**config.mk**
```make
export PLATFORM = sky130hd
export DESIGN_NAME = refseq_top
export DESIGN_NICKNAME = d
export VERILOG_FILES = /design/src/rtl/refseq_pkg.sv /design/src/rtl/refseq_sched.sv /design/src/rtl/refseq_cycle.sv /design/src/rtl/refseq_rowctr.sv /design/src/rtl/refseq_top.sv
export SDC_FILE = /design/constraint.sdc
export NUM_CORES = 1
export LEC_CHECK = 0
export CAP_MARGIN = 20
export CORE_UTILIZATION = 55
export DETAILED_ROUTE_END_ITERATION = 16
export PLACE_DENSITY = 0.83
export SYNTH_ARGS = -nofsm -noshare
export SYNTH_HDL_FRONTEND = slang
export SYNTH_HIERARCHICAL = 1
export SYNTH_SLANG_ARGS = --single-unit
```
**constraint.sdc**
```tcl
create_clock -name clk -period 6 [get_ports clk]
set_input_delay 1.5 -clock clk [delete_from_list [all_inputs] [get_ports clk]]
set_output_delay 1.5 -clock clk [all_outputs]
set_load 0.01 [all_outputs]
```
**src/rtl/refseq_pkg.sv**
```systemverilog
package refseq_pkg;
   typedef enum logic [1:0] {CY_IDLE, CY_CSR, CY_RAS, CY_RP} cyc_state_t;
   typedef enum logic [1:0] {PH_WAIT, PH_INIT, PH_RUN} phase_t;
endpackage

```
**src/rtl/refseq_sched.sv**
```systemverilog
module refseq_sched
   import refseq_pkg::*;
#(
   parameter int INIT_WAIT   = 20000,
   parameter int INTERVAL    = 3120,
   parameter int INIT_CYCLES = 8,
   parameter int MAX_PEND    = 8
) (
   input  logic clk,
   input  logic rst_n,
   input  logic start,
   input  logic busy,
   output logic pend_nz,
   output logic init_done
);
   localparam int TMAX = (INIT_WAIT > INTERVAL) ? INIT_WAIT : INTERVAL;
   localparam int TW   = $clog2(TMAX + 1);
   localparam int PW   = $clog2(MAX_PEND + 1);

   if (INIT_CYCLES > MAX_PEND) begin : g_bad_init
      $error("INIT_CYCLES must not exceed MAX_PEND");
   end
   if (INTERVAL < 2 || INIT_WAIT < 1) begin : g_bad_time
      $error("INTERVAL must be >= 2 and INIT_WAIT >= 1");
   end

   phase_t          phase;
   logic [TW-1:0]   tmr;
   logic [PW-1:0]   pend;
   logic            tick;
   logic            inc;

   assign tick = (phase == PH_RUN) && (tmr == TW'(INTERVAL - 1));
   assign inc  = tick && (pend != PW'(MAX_PEND));

   always_ff @(posedge clk or negedge rst_n) begin
      if (!rst_n) begin
         phase <= PH_WAIT;
         tmr   <= '0;
         pend  <= '0;
      end else begin
         case (phase)
            PH_WAIT: begin
               if (tmr == TW'(INIT_WAIT - 1)) begin
                  phase <= PH_INIT;
                  pend  <= PW'(INIT_CYCLES);
                  tmr   <= '0;
               end else begin
                  tmr <= tmr + 1'b1;
               end
            end
            PH_INIT: begin
               if (start) pend <= pend - 1'b1;
               else if (pend == '0 && !busy) begin
                  phase <= PH_RUN;
                  tmr   <= '0;
               end
            end
            default: begin
               if (start)     tmr <= TW'(1);
               else if (tick) tmr <= '0;
               else           tmr <= tmr + 1'b1;
               pend <= pend + PW'(inc) - PW'(start);
            end
         endcase
      end
   end

   assign pend_nz   = (pend != '0);
   assign init_done = (phase == PH_RUN);

   p_pend_bound_r7: assert property (@(posedge clk) disable iff (!rst_n)
      pend <= PW'(MAX_PEND))
      else $error("pending count above limit");
   p_ready_sticky_r2: assert property (@(posedge clk) disable iff (!rst_n)
      init_done |=> init_done)
      else $error("ready flag dropped");
   p_start_owed_r3: assert property (@(posedge clk) disable iff (!rst_n)
      start |-> pend != '0)
      else $error("cycle started with nothing owed");
endmodule

```
**src/rtl/refseq_cycle.sv**
```systemverilog
module refseq_cycle
   import refseq_pkg::*;
#(
   parameter bit RAS_ONLY = 1'b0,
   parameter int T_CSR    = 1,
   parameter int T_CHR    = 2,
   parameter int T_RAS    = 8,
   parameter int T_RP     = 5,
   parameter int T_RPC    = 1
) (
   input  logic clk,
   input  logic rst_n,
   input  logic pend_nz,
   input  logic gnt,
   output logic start,
   output logic busy,
   output logic row_step,
   output logic ras_n,
   output logic cas_n
);
   localparam int M1   = (T_CSR > T_RAS) ? T_CSR : T_RAS;
   localparam int CMAX = (M1 > T_RP) ? M1 : T_RP;
   localparam int CW   = $clog2(CMAX + 1);
   localparam cyc_state_t FIRST = RAS_ONLY ? CY_RAS : CY_CSR;

   if (T_CSR < 1 || T_RAS < 2 || T_RP < 1 || T_CHR < 1 || T_CHR >= T_RAS) begin : g_bad_len
      $error("strobe timing parameters out of range");
   end
   if (T_RP < T_RPC) begin : g_bad_rpc
      $error("T_RP must cover T_RPC");
   end

   cyc_state_t      st;
   logic [CW-1:0]   cnt;
   logic            can_go;
   logic            rp_end;

   assign can_go = pend_nz && gnt;
   assign rp_end = (st == CY_RP) && (cnt == CW'(T_RP - 1));
   assign start  = can_go && ((st == CY_IDLE) || rp_end);

   always_ff @(posedge clk or negedge rst_n) begin
      if (!rst_n) begin
         st  <= CY_IDLE;
         cnt <= '0;
      end else begin
         case (st)
            CY_IDLE: if (can_go) begin st <= FIRST; cnt <= '0; end
            CY_CSR:
               if (cnt == CW'(T_CSR - 1)) begin st <= CY_RAS; cnt <= '0; end
               else cnt <= cnt + 1'b1;
            CY_RAS:
               if (cnt == CW'(T_RAS - 1)) begin st <= CY_RP; cnt <= '0; end
               else cnt <= cnt + 1'b1;
            default:
               if (rp_end) begin
                  st  <= can_go ? FIRST : CY_IDLE;
                  cnt <= '0;
               end else cnt <= cnt + 1'b1;
         endcase
      end
   end

   assign busy     = (st != CY_IDLE);
   assign ras_n    = (st != CY_RAS);
   assign row_step = (st == CY_RAS) && (cnt == CW'(T_RAS - 1));

   if (RAS_ONLY) begin : g_row_mode
      assign cas_n = 1'b1;
   end else begin : g_cbr_mode
      assign cas_n = !((st == CY_CSR) || ((st == CY_RAS) && (cnt < CW'(T_CHR))));
      p_cas_first_r4: assert property (@(posedge clk) disable iff (!rst_n)
         $fell(ras_n) |-> !cas_n && $past(!cas_n))
         else $error("row strobe fell without column strobe low");
   end

   p_grant_seen_r3: assert property (@(posedge clk) disable iff (!rst_n)
      $rose(busy) |-> $past(gnt))
      else $error("cycle began without grant");
endmodule

```
**src/rtl/refseq_rowctr.sv**
```systemverilog
module refseq_rowctr #(
   parameter bit RAS_ONLY = 1'b0,
   parameter int ROW_BITS = 8
) (
   input  logic                clk,
   input  logic                rst_n,
   input  logic                step,
   input  logic                busy,
   output logic [ROW_BITS-1:0] addr,
   output logic                addr_oe
);
   if (ROW_BITS < 1) begin : g_bad_rows
      $error("ROW_BITS must be positive");
   end

   logic [ROW_BITS-1:0] row;

   always_ff @(posedge clk or negedge rst_n) begin
      if (!rst_n)    row <= '0;
      else if (step) row <= row + 1'b1;
   end

   if (RAS_ONLY) begin : g_drive
      assign addr    = row;
      assign addr_oe = busy;
      p_row_step_r8: assert property (@(posedge clk) disable iff (!rst_n)
         $fell(addr_oe) |-> addr == $past(addr))
         else $error("row changed while cycle closing");
   end else begin : g_quiet
      assign addr    = '0;
      assign addr_oe = 1'b0;
   end
endmodule

```
**src/rtl/refseq_top.sv**
```systemverilog
module refseq_top #(
   parameter int INIT_WAIT   = 20000,
   parameter int INTERVAL    = 3120,
   parameter int INIT_CYCLES = 8,
   parameter int MAX_PEND    = 8,
   parameter int T_CSR       = 1,
   parameter int T_CHR       = 2,
   parameter int T_RAS       = 8,
   parameter int T_RP        = 5,
   parameter int T_RPC       = 1,
   parameter bit RAS_ONLY    = 1'b0,
   parameter int ROW_BITS    = 8
) (
   input  logic                clk,
   input  logic                rst_n,
   output logic                ref_req,
   input  logic                ref_gnt,
   output logic                init_done,
   output logic                ras_n,
   output logic                cas_lo_n,
   output logic                cas_hi_n,
   output logic                we_n,
   output logic [ROW_BITS-1:0] row_addr,
   output logic                row_addr_oe
);
   localparam int LW = $clog2(T_RAS + 1);
   localparam int GW = $clog2(T_RPC + 1);

   logic start, busy, pend_nz, row_step, cas_n;

   refseq_sched #(.INIT_WAIT(INIT_WAIT), .INTERVAL(INTERVAL),
                  .INIT_CYCLES(INIT_CYCLES), .MAX_PEND(MAX_PEND)) u_sched (
      .clk(clk), .rst_n(rst_n), .start(start), .busy(busy),
      .pend_nz(pend_nz), .init_done(init_done));

   refseq_cycle #(.RAS_ONLY(RAS_ONLY), .T_CSR(T_CSR), .T_CHR(T_CHR),
                  .T_RAS(T_RAS), .T_RP(T_RP), .T_RPC(T_RPC)) u_cycle (
      .clk(clk), .rst_n(rst_n), .pend_nz(pend_nz), .gnt(ref_gnt),
      .start(start), .busy(busy), .row_step(row_step),
      .ras_n(ras_n), .cas_n(cas_n));

   refseq_rowctr #(.RAS_ONLY(RAS_ONLY), .ROW_BITS(ROW_BITS)) u_row (
      .clk(clk), .rst_n(rst_n), .step(row_step), .busy(busy),
      .addr(row_addr), .addr_oe(row_addr_oe));

   assign ref_req  = pend_nz || busy;
   assign cas_lo_n = cas_n;
   assign cas_hi_n = cas_n;
   assign we_n     = 1'b1;

   // Observation counters for the strobe-width properties.
   logic [LW-1:0] low_run;
   logic [GW-1:0] high_run;

   always_ff @(posedge clk or negedge rst_n) begin
      if (!rst_n) begin
         low_run  <= '0;
         high_run <= GW'(T_RPC);
      end else begin
         if (!ras_n) low_run <= (low_run == LW'(T_RAS)) ? low_run : low_run + 1'b1;
         else        low_run <= '0;
         if (ras_n)  high_run <= (high_run == GW'(T_RPC)) ? high_run : high_run + 1'b1;
         else        high_run <= '0;
      end
   end

   p_ras_width_r5: assert property (@(posedge clk) disable iff (!rst_n)
      $rose(ras_n) |-> low_run == LW'(T_RAS))
      else $error("row strobe width wrong");
   p_rpc_gap_r5: assert property (@(posedge clk) disable iff (!rst_n)
      $fell(cas_lo_n) |-> high_run >= GW'(T_RPC))
      else $error("column strobe fell too soon after row strobe rose");

   if (!RAS_ONLY) begin : g_chr_chk
      p_cas_hold_r4: assert property (@(posedge clk) disable iff (!rst_n)
         ($rose(cas_lo_n) && !ras_n) |-> low_run == LW'(T_CHR))
         else $error("column hold after row strobe wrong");
   end
endmodule

```
# Yosys cells after proc, flatten, opt, wreduce, memory -nomap -nowiden
# Index checks and enable logic that the tools add are counted.
# W data, S select, Z words.
[classes]
add_sub_neg = 5
magnitude_cmp = 1
n_eq_ne = 18
muxes = 24
reduce_logical = 24
[ops]
columns = ["op", "n"]
rows = [
  ["$mux W15", 5],
  ["$pmux W15 S2", 1],
  ["$mux W4", 6],
  ["$add A15 B1 Y15 const B", 1],
  ["$eq A15 B12 Y1 const B", 1],
  ["$eq A15 B15 Y1 const B", 1],
  ["$mux W2", 7],
  ["$ne A2 B1 Y1 const B", 6],
  ["$pmux W4 S3", 1],
  ["$eq A4 B3 Y1 const B", 2],
  ["$logic_not A4 Y1", 2],
  ["$pmux W4 S2", 1],
  ["$reduce_and A4 Y1", 2],
  ["$reduce_bool A4 Y1", 2],
  ["$logic_and A1 B1 Y1", 7],
  ["$eq A2 B2 Y1 const B", 3],
  ["$pmux W2 S3", 1],
  ["$add A4 B1 Y4", 1],
  ["$add A4 B1 Y4 const B", 1],
  ["$eq A2 B1 Y1 const B", 2],
  ["$logic_not A2 Y1", 2],
  ["$lt A4 B2 Y1 const B", 1],
  ["$ne A2 B2 Y1 const B", 2],
  ["$ne A4 B4 Y1 const B", 1],
  ["other kinds (8)", 13],
]
[totals]
reg_bits = 27
inputBits = 3
output_inout_bits = 15
wordCells = 77

# Logic depth before layout (Yosys ltp)
# Gate-level depths: netlist of run 1.
[logic_depth]
ltp_word = 6
mapped_depth = 13
depth_no_buf = 13

# Modules after synthesis
# Netlist of run 1, hierarchy kept.
[modules_own_cells]
columns = ["mod", "instances", "cells_per_inst", "area_per_inst_um2"]
rows = [
  ["refseq_sched", 1, 171, 1498.9],
  ["refseq_cycle", 1, 58, 528.0],
  ["refseq_rowctr", 1, 10, 71.3],
  ["refseq_top", 1, 4, 25.0],
]

# Worst setup path after synthesis of run 1
# No wires, ideal clock.
[synth_path]
path_type = "input port to flip-flop"
start = "in ref_gnt"
end = "reg u_sched.pend[1]"
setup_ps = 126
arrival_time_ps = 3052
required_ps = 5874
setup_slack_ps = 2822
path_stages = 9
cell_sequence = "nand2_1 > a21oi_1 > ha_1 > inv_1 > ha_1 > inv_1 > fa_1 > nor2b_1 > o32a_1"
[synth_via]
elab_chain_len = 4
[synth_rtl]
columns = ["item", "line", "source"]
rows = [
  ["start, declared", "refseq_top.sv:17", "input logic ref_gnt,"],
  ["$logic_and A1 B1 Y1 *", "refseq_cycle.sv:38", "assign can_go = pend_nz && gnt;"],
  ["$logic_and A1 B1 Y1 *", "refseq_cycle.sv:40", "assign start = can_go && ((st == CY_IDLE) || rp_end);"],
  ["via start", "refseq_top.sv:29", "logic start, busy, pend_nz, row_step, cas_n;"],
  ["$sub A4 B1 Y4 / $ne A2 B1 Y1 (equally long branches)", "n/a", ""],
  ["$pmux W4 S2 / $reduce_and A2 Y1 (equally long branches)", "n/a", ""],
  ["end signal, assigned", "refseq_sched.sv:46", "pend <= PW'(INIT_CYCLES);"],
  ["end signal, assigned", "refseq_sched.sv:53", "if (start) pend <= pend - 1'b1;"],
  ["end signal, assigned", "refseq_sched.sv:63", "pend <= pend + PW'(inc) - PW'(start);"],
  ["end, declared", "refseq_sched.sv:29", "logic [PW-1:0] pend;"],
]
# The timed path passes the listed nets; every way through them passes the cells marked *.
# A chain may end at the register's enable or synchronous reset.

# Final worst setup path of run 1
# Same ends and word-level chain as after synthesis.

==> results of run 1 <==
## cell type report
class                           instances  share of cell area, %
Inverter                               20                   3.42
Tap cell                               48                   2.74
Timing Repair Buffer                    8                   3.54
Sequential cell                        27                   30.8
Multi-Input combinational cell        186                   57.2
Clock inverter                          1                  0.342
Clock buffer                            3                   1.88
## through the flow
stage | hold WS, ns | area, sq um | setup slack (ns)
after floorplan | 0.471 | 2140 | 2.82
after global placement | 0.507 | 2140 | 1.93
after detailed placement | 0.519 | 2140 | 1.89
after CTS | 0.541 | 2190 | 2.18
after global routing | 0.563 | 2190 | 2.03
final | 0.544 | 2190 | 2.18
## power groups by stage
stage | Combinational [mW] | Clock, mW | Sequential (mW)
4_1_cts | 0.529 | 0.112 | 0.297
2_1_floorplan | 0.446 | 0 | 0.276
5_1_grt | 0.592 | 0.120 | 0.307
3_3_place_gp | 0.511 | 0 | 0.300
6_report | 0.531 | 0.108 | 0.299
3_5_place_dp | 0.527 | 0 | 0.300
## worst max-delay path, cell delays in order
cell and delay (ns):
clkdlybuf4s50_1 0.48, nand2_1 0.09, a21oi_1 0.49, ha_1 0.33, inv_1 0.05, ha_1 0.15
inv_1 0.05, fa_1 0.47, nor2b_1 0.04, o32a_1 0.32
## flip-flops by register name, summed over array words and instances (netlist names)
register and flops:
u_sched/tmr 15, u_cycle/cnt 4, u_sched/pend 4, u_cycle/st 2, u_sched/phase 2
## path summary, 6_finish.rpt
kind                            startpoint               end  slack, ns  cells past startpoint
max                                ref_gnt   u_sched/pend[1]       2.18                     10
min                         u_cycle/cnt[0]    u_cycle/cnt[0]       0.54                      1
max reg2reg                u_sched/pend[1]   u_sched/pend[1]       2.97                     12
min reg2reg                 u_cycle/cnt[0]    u_cycle/cnt[0]       0.54                      1
max in group asynchronous            rst_n  u_sched/phase[0]       4.16                      2
min in group asynchronous            rst_n   u_sched/tmr[10]       1.57                      2
## layer usage
metal | global-route usage [%] | share of wire, % | vias up
met3 | 2.32 | 4.0 | 5
met1 | 28.5 | 48 | 789
met2 | 33.6 | 46 | 46
li1 | - | - | 839
met5 | 0 | 0 | -
met4 | 8.24 | 1.4 | 0
## layout by cell type, fill, tap and decap left out, drive strengths merged, types with 4 or more instances in the layout
| cell | n |
|---|---|
| a31oi | 4 |
| clkdlybuf4s50 | 7 |
| o21ai | 16 |
| nand2 | 31 |
| nand3 | 5 |
| nor2 | 16 |
| dfrtp | 27 |
| nor3 | 6 |
| conb | 10 |
| o22ai | 4 |
| inv | 20 |
| xnor2 | 4 |
| a21oi | 12 |
| ha | 17 |
| and3 | 6 |
==> qor.txt, run 1 <==
Vias in the first global route - 1542
Core Util, Final - 59.9%
Worst Path Max Fanout - 9
Fill cells - 313
Initial antenna violation count - 0
Setup bufs post-CTS - 0
FF+latch area - 676 sq um
Setup Viol. Count Final - 0
PD cells - 428 nW/um^2
Die area - 4090 sq um
Share of layout cells above drive strength 1 - 6.94%
Fmax - 262 MHz
Combinational share of power - 56.6%
YS warnings - 6
CP Data Required Time - 6.17 ns
1st-iter DRT viols - 92
Clock Latency Late Sink - 0.28 ns
Root buffer cell - clkbuf_8
CTS tree - built
Multi-input gate area - 1250 sq um
Std cell rows - 22
Leak - 0.980 nW
Synthesized cell area - 2110 sq um
Largest net degree at the start of global routing - 28
CTS Buffer Depth - 2
P_int - 510 uW
Hpwl dp - 2910 microns
Inst Count DP - 289
Setup TNS - 0 ns
GP Congestion - 0.882
Period utilization - 63.6%
Drt pass-1 iters - 4
Worst relative slew slack - 57.4%
Die W - 64.0 microns
H-tree levels - 1
VDD IR max - 256 uV
Hold buffer count at cts - 0
DRC - 0
CP Capture Type - flip-flop
CTS buffer count - 3
Resized Gates After CTS - 0
Finished Layout Cells - 293
Core area - 3660 sq um
Number of I/O pins - 18
Die span in y - 64.0 microns
Area delta synth->final - 3.73%
Vias/cell - 5.73
Final Hold Viols - 0
Number of diodes - 0
Drt total wl - 3920 microns
Seq pwr share - 31.9%
Status - finished, final reports clean
Antenna-violating nets left - 0
Cells after Synth - 242
IO buf count - 7
Max Slew Vio Count - 0
Worst-Margin Slew - 0.636 ns
Initial Util - 57.7%
Switch Pwr - 428 uW
Switching Fraction - 45.6%
Mapped Avg Cell Area - 8.73 sq um
Worst Path Class, Setup - in -> reg
First-pass GRT wire length - 6770 microns
Clk sinks - 27
Total track usage - 20.9%
Worst EP arrival - 3.99 ns
Unrepaired setup endpoints after global routing - no
Total number of vias - 1679
Hold Path Class - reg -> reg
Min Tclk post-route - 3.82 ns
Clock transition at the registers of the reported paths - 0.10 ns
Clock share of power - 11.5%
Power Total - 938 uW
Nets@finish - 267
Remaining global-route overflow - 0
Max-Cap Viols - 0
Final clock skew - 0.00692 ns
CP Launch Type - input pin
DR WL/cell - 13.4 microns
No activity file was read; power rests on OpenSTA's default activity.
==> run 2, diff against run 1 <==
--- a/config.mk
+++ b/config.mk
@@ -6,7 +6,7 @@
 export NUM_CORES = 1
 export LEC_CHECK = 0
 export CAP_MARGIN = 20
-export CORE_UTILIZATION = 55
+export CORE_UTILIZATION = 52
 export DETAILED_ROUTE_END_ITERATION = 16
 export PLACE_DENSITY = 0.83
 export SYNTH_ARGS = -nofsm -noshare
==> constraint.sdc (replaced) <==
create_clock -name clk -period 3.4 [get_ports clk]
set_input_delay 0.85 -clock clk [delete_from_list [all_inputs] [get_ports clk]]
set_output_delay 0.85 -clock clk [all_outputs]
set_load 0.01 [all_outputs]
==> qor.txt, run 2 (synthesized netlist as in run 1, its figures left out) <==
Status - finished, final reports clean
Area delta synth->final - 4.44%
Unrepaired setup endpoints after global routing - no
Core Util, Final - 58.5% (-1.4 points)
Clock Latency Late Sink - 0.28 ns (about the same)
CTS buffer count - 3 (unchanged)
Number of diodes - 0 (unchanged)
FF+latch area - 676 sq um (unchanged)
Final Hold Viols - 0 (unchanged)
Worst Reg2Reg Path Length in Cells - 11 (-1)
Number of flip-flops in the largest register - 15 (unchanged)
Max-Cap Viols - 0 (unchanged)
Area post-placement - 2160 sq um (+0.70%)
Design area - 2210 sq um (+0.69%)
Setup ws final - 0.558 ns (-1.63 ns)
Remaining global-route overflow - 0 (unchanged)
Drt total wl - 4100 microns (+4.5%)
Biggest regs - u_sched/tmr (15), u_cycle/cnt (4), u_sched/pend (4)
Initial Util - 56.0% (-1.7 points)
First-pass GRT wire length - 7090 microns (+4.8%)
CTS tree - built
GP Congestion - 0.848 (-3.9%)
CP Launch Type - input pin
Worst EP arrival - 3.01 ns (-0.98 ns)
Leak - 0.990 nW (+1.0%)
CP max stage delay - 0.49 ns (about the same)
Flop2flop setup slack - 0.56 ns (-2.41 ns)
Worst-Margin Slew - 0.582 ns (-0.0544 ns)
Std cell rows - 22 (unchanged)
IO buf count - 7 (unchanged)
Setup Viol. Count Final - 0 (unchanged)
Largest Register - u_sched/tmr
Die span in y - 65.8 microns (+2.8%)
Reg2reg end - u_sched/pend[1]
Hpwl dp - 2990 microns (+2.8%)
H-tree levels - 1 (unchanged)
Antenna-violating nets left - 0 (unchanged)
Worst Path Class, Setup - in -> reg
Vias in the first global route - 1600 (+3.8%)
PD cells - 768 nW/um^2 (+80%)
CP Data Required Time - 3.57 ns (-2.60 ns)
Fmax - 352 MHz
Clock transition at the registers of the reported paths - 0.10 ns (about the same)
Initial antenna violation count - 0 (unchanged)
CP Capture Type - flip-flop
Crit Reg-Reg Startpoint - u_sched/tmr[6]
Vias/cell - 5.81 (+1.3%)
Worst Path Max Fanout - 3 (-6)
Worst setup path start - ref_gnt
Die W - 65.8 microns (+2.8%)
Cell Chain, Critical Path - clkdlybuf4s50_1 > nand2_1 > a21oi_1 > ha_1 > inv_1 > ha_1 > inv_1 > fa_1 > nor2b_1 > o32a_1
Share of layout cells above drive strength 1 - 7.69% (+0.75 points)
Worst Hold Endpoint - u_sched/tmr[12]
Hold path start - u_sched/tmr[12]
Die area - 4320 sq um (+5.6%)
Commonest non-fill, non-tap cell in the layout - nand2_1
Total track usage - 21.2% (+0.36 points)
Most frequent cells in the layout - nand2_1 (31), dfrtp_1 (27), inv_1 (20)
CTS Buffer Depth - 2 (unchanged)
Hold WS - 0.529 ns (-0.0150 ns)
Root buffer cell - clkbuf_8
Min Tclk post-route - 2.84 ns
WHS Path Cells - 2 (+1)
Nets@finish - 269 (+0.75%)
DR WL/cell - 13.9 microns (+3.8%)
Hold Path Class - reg -> reg
Resized Gates After CTS - 0 (unchanged)
Power Total - 1.70 mW (+81%)
Clk sinks - 27 (unchanged)
Max Slew Vio Count - 0 (unchanged)
Multi-input gate area - 1250 sq um (unchanged)
DRC - 0 (unchanged)
Finished Layout Cells - 295 (+0.68%)
Hold buffer count at cts - 0 (unchanged)
Core area - 3770 sq um (+3.0%)
Worst relative slew slack - 61.2% (+3.8 points)
Pre-CTS setup slack - 0.255 ns (-1.63 ns)
Setup TNS - 0 ns (unchanged)
Period utilization - 83.6%
Setup bufs post-CTS - 0 (unchanged)
Final clock skew - 0.00410 ns (-0.00282 ns)
Largest net degree at the start of global routing - 28 (unchanged)
CP max stage cell - fa_1
Total number of vias - 1713 (+2.0%)
1st-iter DRT viols - 95 (+3.3%)
Drt pass-1 iters - 6 (+2)
VDD IR max - 514 uV (+100%)
Number of I/O pins - 18 (unchanged)
Inst Count DP - 291 (+0.69%)
Fill cells - 323 (+3.2%)
run 2: cell count changes in the layout (fill, tap and decap cells not counted):
| cell | previous run | this run |
|---|---|---|
| buf_4 | 1 | 3 |
run 2: power by group:
part	internal [mW]	switching (mW)
logic	0.430	0.549
registers	0.405	0.122
clock network	0.0833	0.106
run 2: worst max-delay path, delay by kind of cell:
| family | cells | cell delay [ns] |
|---|---|---|
| AO/OA/AOI/OAI | 2 | 0.53 |
| adder cells (fa/ha/maj) | 3 | 0.91 |
| buffers and inverters | 3 | 0.60 |
| AND/OR/NAND/NOR | 2 | 0.14 |
run 2: layout make-up:
class | count | share of cell area [%]
Multi-Input combinational cell | 186 | 56.9
Timing Repair Buffer | 10 | 4.20
Clock inverter | 1 | 0.340
Sequential cell | 27 | 30.6
Tap cell | 48 | 2.72
Inverter | 20 | 3.40
Clock buffer | 3 | 1.87
run 2: worst max path at each step:
| stage | end | slack (ns) | cells after the start |
|---|---|---|---|
| floorplan | u_sched/pend[1] | 0.75 | 11 |
| CTS | u_sched/pend[1] | 0.56 | 10 |
| global placement | u_sched/pend[1] | 0.37 | 10 |
| global route | u_sched/pend[1] | 0.44 | 11 |
| finish | u_sched/pend[1] | 0.56 | 10 |
| detailed placement | u_sched/pend[1] | 0.25 | 10 |
run 2: layer usage:
| metal | share of wire [%] | track usage, % | vias to the layer above |
|---|---|---|---|
| met5 | 0 | 0 | - |
| met4 | 1.8 | 7.88 | 0 |
| met3 | 4.5 | 2.43 | 8 |
| met2 | 47 | 35.3 | 57 |
| met1 | 46 | 28.0 | 802 |
| li1 | - | - | 846 |
==> run 3, diff against run 2 <==
--- a/config.mk
+++ b/config.mk
@@ -6,7 +6,7 @@
 export NUM_CORES = 1
 export LEC_CHECK = 0
 export CAP_MARGIN = 20
-export CORE_UTILIZATION = 52
+export CORE_UTILIZATION = 55
 export DETAILED_ROUTE_END_ITERATION = 16
 export PLACE_DENSITY = 0.83
 export SYNTH_ARGS = -nofsm -noshare
==> constraint.sdc (replaced) <==
create_clock -name clk -period 2.9 [get_ports clk]
set_input_delay 0.725 -clock clk [delete_from_list [all_inputs] [get_ports clk]]
set_output_delay 0.725 -clock clk [all_outputs]
set_load 0.01 [all_outputs]
==> qor.txt, run 3 (synthesized netlist as in run 1, its figures left out) <==
Core area - 3660 sq um (-2.9%)
Number of I/O pins - 18 (unchanged)
Most frequent cells in the layout - nand2_1 (31), dfrtp_1 (27), inv_1 (20)
Worst Path Class, Setup - reg -> reg
Unrepaired setup endpoints after global routing - no
Worst relative slew slack - 64.2% (+3.0 points)
Min Tclk post-route - 2.81 ns
Status - finished, final reports clean
Die span in y - 64.0 microns (-2.7%)
Worst EP arrival - 2.97 ns (-0.04 ns)
Root buffer cell - clkbuf_8
Vias in the first global route - 1592 (-0.50%)
Setup TNS - 0 ns (unchanged)
Pre-CTS setup slack - -0.0970 ns (-0.352 ns)
Power Total - 2.02 mW (+19%)
Biggest regs - u_sched/tmr (15), u_cycle/cnt (4), u_sched/pend (4)
Die area - 4090 sq um (-5.3%)
Share of layout cells above drive strength 1 - 12.5% (+4.8 points)
Hold Path Class - reg -> reg
Number of flip-flops in the largest register - 15 (unchanged)
CTS buffer count - 3 (unchanged)
Remaining global-route overflow - 0 (unchanged)
Clock transition at the registers of the reported paths - 0.10 ns (about the same)
Total track usage - 22.6% (+1.4 points)
H-tree levels - 1 (unchanged)
IO buf count - 7 (unchanged)
Drt pass-1 iters - 4 (-2)
1st-iter DRT viols - 90 (-5.3%)
Largest Register - u_sched/tmr
Area delta synth->final - 8.47%
Worst-Margin Slew - 0.538 ns (-0.0445 ns)
Initial Util - 57.7% (+1.7 points)
Largest net degree at the start of global routing - 28 (unchanged)
Final clock skew - 0.00596 ns (+0.00186 ns)
Setup ws final - 0.0896 ns (-0.469 ns)
CP Launch Type - flip-flop
GP Congestion - 0.878 (+3.5%)
Nets@finish - 279 (+3.7%)
PD cells - 880 nW/um^2 (+15%)
Fmax - 356 MHz
Area post-placement - 2220 sq um (+2.8%)
Vias/cell - 5.56 (-4.3%)
DRC - 0 (unchanged)
Initial antenna violation count - 0 (unchanged)
First-pass GRT wire length - 7400 microns (+4.4%)
Fill cells - 321 (-0.62%)
Antenna-violating nets left - 0 (unchanged)
Setup Viol. Count Final - 0 (unchanged)
CP Capture Type - flip-flop
DR WL/cell - 13.5 microns (-2.8%)
Drt total wl - 4120 microns (+0.54%)
Clock Latency Late Sink - 0.27 ns (about the same)
Clk sinks - 27 (unchanged)
Leak - 1.04 nW (+5.5%)
Max Slew Vio Count - 0 (unchanged)
Die W - 64.0 microns (-2.7%)
Worst Path Max Fanout - 2 (-1)
Std cell rows - 22 (unchanged)
Number of diodes - 0 (unchanged)
CTS Buffer Depth - 2 (unchanged)
Max-Cap Viols - 0 (unchanged)
VDD IR max - 668 uV (+30%)
Hpwl dp - 3080 microns (+2.9%)
Final Hold Viols - 0 (unchanged)
Design area - 2290 sq um (+3.9%)
CP Data Required Time - 3.06 ns (-0.51 ns)
Total number of vias - 1695 (-1.1%)
Period utilization - 96.9%
Commonest non-fill, non-tap cell in the layout - nand2_1
CTS tree - built
-- run 3: cell types whose count changed in the layout (fill, tap and decap cells not counted), sizes merged --
cell | before | now
buf | 3 | 13
clkinv | 0 | 1
clkinvlp | 1 | 0
-- run 3: cell type report --
cell class                 instances  area, sq um  area share [%]
sequential                        27          676            29.5
tap                               48         60.1            2.62
timing repair buffer              20          168            7.31
inverter                          20         75.1            3.28
multi-input combinational        186         1270            55.3
clock inverter                     1         5.00           0.218
clock buffer                       3         41.3            1.80
-- run 3: metrics by stage --
stage	hold WS, ns	cells	utilization, %
6_report	0.538	305	62.6
5_1_grt	0.571	305	62.6
4_1_cts	0.537	303	61.9
3_5_place_dp	0.511	299	60.6
3_3_place_gp	0.504	299	60.6
2_1_floorplan	0.429	250	-
-- run 3: report_power, final --
group / internal [mW] / switching, mW
Clock: 0.0963 / 0.119
Combinational: 0.545 / 0.672
Sequential: 0.475 / 0.109
Total: 1.12 / 0.901
-- run 3: timing repair --
action | in CTS | in global routing
setup buffers | 0 | 2
hold buffers | 0 | 0
resized for setup | 0 | 4
setup endpoints to repair | 0 | 3
-- run 3: final timing paths --
kind                                    to             from  slack (ns)  cells after the start
setup / recovery           u_sched/pend[1]  u_sched/tmr[13]        0.09                     11
hold / removal              u_sched/tmr[1]   u_sched/tmr[1]        0.54                      2
setup reg to reg           u_sched/pend[1]  u_sched/tmr[13]        0.09                     11
hold reg to reg             u_sched/tmr[1]   u_sched/tmr[1]        0.54                      2
max in group asynchronous    u_cycle/st[1]            rst_n        1.83                      2
min in group asynchronous  u_sched/tmr[11]            rst_n        0.81                      2
-- run 3: layer usage --
metal  routed length, microns  vias up  GRT usage, %
met5                        0        -             0
met4                       25        0          5.40
met3                       90        4          3.04
met2                     1890       24          35.2
met1                     2110      802          33.1
li1                         -      865             -
-- run 3: worst max-delay path: stages (launching register included) --
cell     delay (ns)
dfrtp_1        0.41
or4_4          0.56
nor2_4         0.10
and2_4         0.15
nand2_1        0.05
ha_1           0.27
inv_1          0.06
ha_2           0.18
inv_1          0.05
fa_1           0.48
nor2b_1        0.05
o32a_1         0.33
